--- src/rtl/thr_pkg.sv ---
package thr_pkg;
  localparam int CNT_W = 3;
  localparam logic [CNT_W-1:0] CNT_MAX = '1;

  // saturating up/down step of the backlog tally
  function automatic logic [CNT_W-1:0] cnt_step(input logic [CNT_W-1:0] c,
                                                input logic up, input logic dn);
    if (up && !dn && c != CNT_MAX) return c + 1'b1;
    if (dn && !up && c != '0)      return c - 1'b1;
    return c;
  endfunction

  function automatic logic at_limit(input logic [CNT_W-1:0] c,
                                    input logic [CNT_W-1:0] lim);
    return c >= lim;
  endfunction
endpackage

--- src/rtl/thr_backlog.sv ---
module thr_backlog
  import thr_pkg::*;
(
  input  logic             clk,
  input  logic             rst_n,
  input  logic             acc,
  input  logic             done,
  output logic [CNT_W-1:0] cnt_q,
  output logic [CNT_W-1:0] cnt_nx
);
  assign cnt_nx = cnt_step(cnt_q, acc, done);

  always_ff @(posedge clk or negedge rst_n)
    if (!rst_n) cnt_q <= '0;
    else        cnt_q <= cnt_nx;

  p_step_up_r1: assert property (@(posedge clk) disable iff (!rst_n)
    (acc && !done && cnt_q != CNT_MAX) |=> cnt_q == $past(cnt_q) + 1'b1);
  p_hold_both_r1: assert property (@(posedge clk) disable iff (!rst_n)
    (acc == done) |=> $stable(cnt_q));
  p_sat_top_r2: assert property (@(posedge clk) disable iff (!rst_n)
    (cnt_q == CNT_MAX && !done) |=> cnt_q == CNT_MAX);
  p_sat_floor_r2: assert property (@(posedge clk) disable iff (!rst_n)
    (cnt_q == '0 && !acc) |=> cnt_q == '0);
endmodule

--- src/rtl/thr_watchdog.sv ---
module thr_watchdog #(
  parameter int TW = 16
) (
  input  logic          clk,
  input  logic          rst_n,
  input  logic          start,
  input  logic [TW-1:0] preload,
  output logic          run_q,
  output logic          expire
);
  logic [TW-1:0] wd_q;

  assign expire = run_q && (wd_q == '0);

  always_ff @(posedge clk or negedge rst_n)
    if (!rst_n) begin
      wd_q  <= '0;
      run_q <= 1'b0;
    end else if (start) begin
      wd_q  <= preload;
      run_q <= 1'b1;
    end else if (expire) begin
      run_q <= 1'b0;
    end else if (run_q) begin
      wd_q  <= wd_q - 1'b1;
    end

  p_load_r4: assert property (@(posedge clk) disable iff (!rst_n)
    start |=> run_q && wd_q == $past(preload));
  p_expire_ends_r4: assert property (@(posedge clk) disable iff (!rst_n)
    (expire && !start) |=> !run_q);
endmodule

--- src/rtl/thr_busy_merge.sv ---
module thr_busy_merge #(
  parameter int NBUSY = 4
) (
  input  logic [NBUSY-1:0] busy_n,
  output logic             all_n
);
  logic [NBUSY:0] any;
  assign any[0] = 1'b0;

  for (genvar i = 0; i < NBUSY; i++) begin : g_or
    assign any[i+1] = any[i] | ~busy_n[i];
  end

  assign all_n = ~any[NBUSY];

  always_comb
    p_merge_r7: assert (all_n == ($countones(~busy_n) == 0));
endmodule

--- src/rtl/trig_throttle.sv ---
module trig_throttle
  import thr_pkg::*;
#(
  parameter int TW    = 16,
  parameter int NBUSY = 4,
  parameter int LIMIT = 5
) (
  input  logic             clk,
  input  logic             rst_n,
  input  logic             acc_pulse,
  input  logic             done_pulse,
  input  logic [NBUSY-1:0] busy_n,
  input  logic [TW-1:0]    wd_preload,
  input  logic             err_clr,
  output logic [2:0]       backlog,
  output logic             inhibit_n,
  output logic             busy_all_n,
  output logic             cnt_err
);
  localparam logic [CNT_W-1:0] LIM = CNT_W'(LIMIT);

  logic [CNT_W-1:0] cnt_q, cnt_nx;
  logic inh_q, err_q, run_q, expire;
  logic inh_start, inh_release, err_set;

  thr_backlog u_cnt (
    .clk(clk), .rst_n(rst_n), .acc(acc_pulse), .done(done_pulse),
    .cnt_q(cnt_q), .cnt_nx(cnt_nx));

  thr_watchdog #(.TW(TW)) u_wd (
    .clk(clk), .rst_n(rst_n), .start(inh_start), .preload(wd_preload),
    .run_q(run_q), .expire(expire));

  thr_busy_merge #(.NBUSY(NBUSY)) u_busy (
    .busy_n(busy_n), .all_n(busy_all_n));

  // named events for the assertions
  assign inh_start   = !inh_q && at_limit(cnt_nx, LIM);
  assign inh_release = inh_q && (expire || !run_q) && (cnt_q == '0);
  assign err_set     = expire && (cnt_q != '0);

  always_ff @(posedge clk or negedge rst_n)
    if (!rst_n) begin
      inh_q <= 1'b0;
      err_q <= 1'b0;
    end else begin
      if (inh_start)        inh_q <= 1'b1;
      else if (inh_release) inh_q <= 1'b0;
      if (err_set)          err_q <= 1'b1;
      else if (err_clr)     err_q <= 1'b0;
    end

  assign backlog   = cnt_q;
  assign inhibit_n = ~inh_q;
  assign cnt_err   = err_q;

  p_full_inhibits_r3: assert property (@(posedge clk) disable iff (!rst_n)
    (cnt_q >= LIM) |-> !inhibit_n);
  p_hold_while_timing_r4: assert property (@(posedge clk) disable iff (!rst_n)
    (run_q && !expire && !inhibit_n) |=> !inhibit_n);
  p_release_empty_r5: assert property (@(posedge clk) disable iff (!rst_n)
    $rose(inhibit_n) |-> $past(cnt_q) == '0);
  p_err_sticky_r6: assert property (@(posedge clk) disable iff (!rst_n)
    (cnt_err && !err_clr) |=> cnt_err);
  p_err_wins_r6: assert property (@(posedge clk) disable iff (!rst_n)
    (expire && cnt_q != '0) |=> cnt_err);
endmodule

--- config.mk ---
export PLATFORM = sky130hd
export DESIGN_NAME = trig_throttle
export DESIGN_NICKNAME = d
export VERILOG_FILES = /design/src/rtl/thr_pkg.sv /design/src/rtl/thr_backlog.sv /design/src/rtl/thr_watchdog.sv /design/src/rtl/thr_busy_merge.sv /design/src/rtl/trig_throttle.sv
export SDC_FILE = /design/constraint.sdc
export NUM_CORES = 1
export LEC_CHECK = 0
export ABC_AREA = 1
export CAP_MARGIN = 25
export CORE_MARGIN = 8
export CORE_UTILIZATION = 55
export DETAILED_ROUTE_END_ITERATION = 8
export GPL_TIMING_DRIVEN = 0
export HOLD_SLACK_MARGIN = 0.05
export PLACE_DENSITY = 0.9
export SLEW_MARGIN = 20
export SYNTH_ARGS = -nofsm -noshare
export SYNTH_HDL_FRONTEND = slang
export SYNTH_SLANG_ARGS = --single-unit
--- constraint.sdc ---
create_clock -name clk -period 3.5 [get_ports clk]
set_clock_uncertainty 0.2 [all_clocks]
set_input_delay 0.35 -clock clk [delete_from_list [all_inputs] [get_ports clk]]
set_output_delay 0.35 -clock clk [all_outputs]
set_load 0.02 [all_outputs]
# --- After elaboration in Yosys (flattened, before gate mapping) ---
# Index checks and enable logic that the tools add are counted.
classes:
  mux: 16
  n_bitwise: 9
  magnitude_cmp: 1
  n_addsub: 3
  n_eq_ne: 2
  n_reduce_logical: 22
ops:
  columns: ["op", "n"]
  rows:
  - ["$mux 16", 3]
  - ["$logic_not 16->1", 1]
  - ["$sub 16x1->16 const B", 1]
  - ["$mux 3", 4]
  - ["$logic_and 1x1->1", 9]
  - ["$mux 1", 9]
  - ["$reduce_bool 2->1", 4]
  - ["$not 1->1", 6]
  - ["$logic_not 1->1", 4]
  - ["$add 3x1->3 const B", 1]
  - ["$ge 3x3->1 const B", 1]
  - ["$logic_not 3->1", 1]
  - ["$ne 3x3->1 const B", 1]
  - ["$or 1x1->1", 3]
  - ["$reduce_bool 3->1", 1]
  - ["$sub 3x1->3 const B", 1]
  - ["$ne 2x1->1 const B", 1]
  - ["$reduce_and 2->1", 1]
  - ["$logic_or 1x1->1", 1]
word_totals:
  elab_cells: 58
  inputBits: 25
  output_inout_bits: 6
  ff_bits: 22

# --- Logic depth before layout (Yosys ltp) ---
logic_depth:
  word_depth: 11
  depth_mapped: 14
  ltp_nobuf: 13

# --- Cells and area by module ---
# From an unflattened synthesis, not the netlist that was laid out.
unflattened:
  cells_unflattened: 243
  hier_area_um2: 1620.3
modules_own_cells:
  columns: ["mod", "instances", "cells_per_inst", "area_each_um2", "seq_area_each_um2"]
  rows:
  - ["thr_watchdog", 1, 190, 1257.5, 425.4]
  - ["thr_backlog", 1, 31, 232.7, 75.1]
  - ["trig_throttle", 1, 19, 118.9, 50.0]
  - ["thr_busy_merge", 1, 3, 11.3, 0.0]

# --- Worst setup path after synthesis ---
# No wires, ideal clock.
synth_timing:
  path_kind: "register -> register"
  from: "register u_cnt.cnt_q[0]"
  to: "register u_wd.wd_q[10]"
  setup_ns: 0.124
  synth_period_minus_slack_ns: 2.149
  path_slack_ns: 1.351
  path_stages_with_launch: 12
  path_buffers: 1
  t_arrival_ns: 1.825
  required_ns: 3.176
  path_cell_list: "dfrtp_1 ha_1 ha_1 nand3b_2 or2_1 nand2_2 nor2_4 nand2_4 inv_2 buf_6 nand2_1 nand3_1"
synth_between:
  elab_chain_len: 10
  word_cells_on_any_way: 19
  classes_between: "add/sub: 2; order compare: 1; eq/ne: 2; mux: 8; reduce/logical: 6"
synth_rtl:
  columns: ["element", "line_no", "rtl"]
  rows:
  - ["start: declaration", "thr_backlog.sv:8", "output logic [CNT_W-1:0] cnt_q,"]
  - ["start signal: assignment", "thr_backlog.sv:15", "else cnt_q <= cnt_nx;"]
  - ["branches (longest 5 deep; another with $add 3x1->3)", null, null]
  - ["$mux 3 (*)", "thr_pkg.sv:9", "if (dn && !up && c != '0) return c - 1'b1;"]
  - ["$ge 3x3->1 (*)", "thr_pkg.sv:15", "return c >= lim;"]
  - ["$logic_and 1x1->1 (*)", "trig_throttle.sv:38", "assign inh_start = !inh_q && at_limit(cnt_nx, LIM);"]
  - ["$ne 2x1->1 (no line) or $reduce_bool 2->1 (tied branches)", null, null]
  - ["$reduce_and 2->1 (no line)", null, null]
  - ["end signal: assignment", "thr_watchdog.sv:20", "wd_q <= preload;"]
  - ["end signal: assignment", "thr_watchdog.sv:25", "wd_q <= wd_q - 1'b1;"]
  - ["end: declaration", "thr_watchdog.sv:11", "logic [TW-1:0] wd_q;"]
# Every way passes the cells marked *. The select of a mux whose other input is x is not followed.
# A chain may end at the register's enable or synchronous reset.

# --- Final worst setup path ---
layout_timing:
  from: "register u_cnt.cnt_q[0]"
  to: "register u_wd.wd_q[11]"
# Same word-level chain as after synthesis.

==> results.tsv <==
stage	metric	value	unit
floorplanning	initial core utilization	0.572	
worst_setup_path	Slowest Stage Delay on Critical Path	0.43	ns
global_routing	first-pass GRT wire length	6.51	mm
logic_synthesis	flip-flop and latch count after synthesis	22	
worst_setup_path	biggest fanout along the worst timing path	10	
worst_setup_path	sort of element at the start of the critical path	flop	
worst_setup_path	critical path class	reg -> reg	
floorplanning	site row count	19	
logic_synthesis	count of different cell masters after synthesis	23	
drt	WL final	3.65	mm
power	total chip power	1.37	mW
logic_synthesis	top cells by count, synth	sky130_fd_sc_hd__nand2_1 (59), sky130_fd_sc_hd__nand3_1 (50), sky130_fd_sc_hd__inv_1 (24)	
drt	final routed DRC violation total	0	
final_layout	area taken by multi-input logic gates	855	µm²
logic_synthesis	number of flops mapped to enable cells by yosys	0	
worst_setup_path	master of the slowest instance on the critical path	sky130_fd_sc_hd__dfrtp_1	
global_routing	pin count of the biggest net entering global routing	23	
floorplanning	placeable core area	2730	µm²
final_layout	ratio of cells with drive above 1 in the final layout	0.0980	
cts	cts bufs inserted	3	
timing	fmax	0.455	GHz
drt	number of nets with antenna violations after detailed routing	0	
drt	detail-routed net length per standard cell	12.8	µm
worst_setup_path	most repeated library cell on the critical path	sky130_fd_sc_hd__ha_1	
drt	Initial DRC Count	140	
floorplanning	number of ports placed on the die boundary	31	
final_layout	growth of design area from synthesis to finish	25.4	%
timing	number of endpoints failing setup at the final stage	0	
power	leakage dissipation	0.959	nW
cts	clock sink count	22	
worst_setup_path	required time at the endpoint of the critical path	3.52	ns
logic_synthesis	fraction of post-synthesis cell area in the top cell type by area	0.352	
timing	final critical path time including I/O delays and setup	2.20	ns
logic_synthesis	most used standard cell by instance count after synthesis	sky130_fd_sc_hd__nand2_1	
run_status	status	completed	
timing	Final Hold Slack	0.305	ns
timing	final period utilization	0.628	
worst_setup_path	endpoint class of the critical path	flop	
global_routing	gr ovfl total	0	
final_layout	fillcell total	233	
global_routing	number of global-route vias before repair	1501	
power	Pwr per Cell Area	699	nW/µm²
logic_synthesis	synthesized net count	251	
drt	vias after detailed routing	1502	
place	Port-buffer cells	30	
final_layout	summed area of non-filler cells in the final layout	1960	µm²
logic_synthesis	total number of yosys warnings	0	
final_layout	storage element area	551	µm²
timing	Slew Limit Headroom	0.669	
timing	fin worst setup slack	1.30	ns
timing	total count of hold-check failures in the final report	0	
logic_synthesis	cell types occupying the most area after synthesis	sky130_fd_sc_hd__dfrtp_1 (35%), sky130_fd_sc_hd__nand3_1 (16%), sky130_fd_sc_hd__nand2_1 (14%)	
timing	RSZ-0062 raised after global routing	false	
logic_synthesis	post-synthesis average cell area	7.11	µm²
timing	transition time at the pin with the least slew margin	0.497	ns
logic_synthesis	sequential area share after synthesis	0.352	
timing	Final Slew Violations	0	
place	RD Place Congestion	0.931	
job	number of max-capacitance violations reported	0	
cts	root buffer selected by CTS	sky130_fd_sc_hd__clkbuf_4	
drt	via density per instance	5.25	
place	worst setup timing slack at the placement stage	1.21	ns
floorplanning	die span in y	69.3	µm
global_routing	initial antenna violation count	0	
final_layout	Final Net Count	287	
worst_setup_path	ordered list of cells on the worst path	ha_1 -> ha_1 -> nand3b_2 -> or2_1 -> nand2_2 -> nor2_4 -> nand2_4 -> inv_2 -> buf_6 -> nand2_1 -> nand3_1	
floorplanning	Die Wd	69.3	µm
hold_path	path class of the lowest-slack min-delay path	in -> async	
cts	Clock Tree Buf Depth	2	
power	maximum VDD drop	0.476	mV
logic_synthesis	Syn Inst Count	220	
place	half-perimeter wire length after placement	2.85	mm
place	Post-Place Cell Area	1900	µm²
global_routing	Total Routing Usage GR	0.157	
worst_setup_path	arrival time of data at the critical path endpoint	2.22	ns
floorplanning	floorplan die area	4810	µm²
cts	CTS tree	done	
final_layout	Antenna Diode Count	0	
cts	clock-pin slew of the registers on the worst-case setup and hold paths	0.13	ns
logic_synthesis	cell taking the most area after synthesis	sky130_fd_sc_hd__dfrtp_1	
logic_synthesis	area of the mapped netlist	1560	µm²
timing	post-route setup TNS	0	ns
logic_synthesis	proportion of register bits with asynchronous set or reset after synthesis	1.00	
logic_synthesis	Top FF cell, synth	sky130_fd_sc_hd__dfrtp_1	
cts	level count of the clock H-tree	1	
cts	clock network latency to the later pin of the worst-skew pair	0.32	ns
drt	length of the first detailed-routing pass in iterations	4	
layer usage:
metal	vias to the layer above	wire (µm)	global-route usage
met1	687	1570	0.190
met3	2	214	0.0300
met5	-	0	0
met4	0	14	0.0501
li1	770	-	-
met2	43	1850	0.270
cells in the final DEF (no fill, tap or decap), drive strengths merged, types with 3 or more instances in the layout:
cell type,netlist,final
inv,26,26
o21ai,5,5
buf,7,8
nand2,63,63
ha,6,6
clkdlybuf4s50,0,29
clkbuf,0,3
nor2,22,22
xor2,6,6
dfrtp,22,22
xnor2,5,5
nand3,51,51
path summary, 6_finish.rpt:
check | from | to | slack (ns) | depth (start not counted)
min reg2reg | cnt_err$_DFFE_PN0P_ | cnt_err$_DFFE_PN0P_ | 0.34 | 2
min | rst_n | u_wd.wd_q[8]$_DFFE_PN0P_ | 0.30 | 2
max in group asynchronous | rst_n | u_wd.wd_q[1]$_DFFE_PN0P_ | 2.44 | 2
max reg2reg | u_cnt.cnt_q[0]$_DFF_PN0_ | u_wd.wd_q[11]$_DFFE_PN0P_ | 1.30 | 11
max | u_cnt.cnt_q[0]$_DFF_PN0_ | u_wd.wd_q[11]$_DFFE_PN0P_ | 1.30 | 11
min in group clk | cnt_err$_DFFE_PN0P_ | cnt_err$_DFFE_PN0P_ | 0.34 | 2
sequential cells by signal (all words and copies together) (netlist names):
signal       count
u_cnt.cnt_q      3
u_wd.wd_q       16
cnt_err          1
u_wd.run_q       1
inh_q            1
final cells by class:
type | count | share of cell area
repair buffers | 31 | 0.156
flip-flops and latches | 22 | 0.281
plain buffers | 7 | 0.0313
well taps | 31 | 0.0198
clock inverters | 1 | 0.0153
clock buffers | 3 | 0.0115
multi-input cells | 165 | 0.436
inverters | 26 | 0.0498
kinds of logic (layout without fill, tap and decap cells):
family	Yosys count	count (layout)	synth area share
flops	22	22	0.352
fa+ha+maj	6	6	0.0480
compound gates	6	6	0.0200
xor+xnor	11	11	0.0616
simple gates	142	142	0.417
buf+inv	33	68	0.102
metrics by stage:
step | util | cells
after floorplan | - | 220
after global placement | 0.696 | 281
after detailed placement | 0.696 | 281
after CTS | 0.715 | 285
after global routing | 0.717 | 286
final | 0.717 | 286
critical path: cells and delay by family (launching register included):
family | cells | cell delay [ns]
adders and majority gates | 2 | 0.37
buffers and inverters | 2 | 0.20
DFF | 1 | 0.43
and+or+nand+nor | 7 | 0.90
repair_timing:
item | 4_1_cts | 5_1_grt
buffers inserted | 0 | 0
endpoints found under the hold margin | 0 | 22
hold buffers | 0 | 1
gates resized for setup | 0 | 0
report_power, final:
group          total [mW]  leakage (nW)  internal (mW)  switching [mW]
clock network       0.198        0.0279          0.116          0.0825
registers           0.472         0.262          0.361           0.111
logic               0.701         0.669          0.305           0.396
No activity file was read; power rests on OpenSTA's default activity.
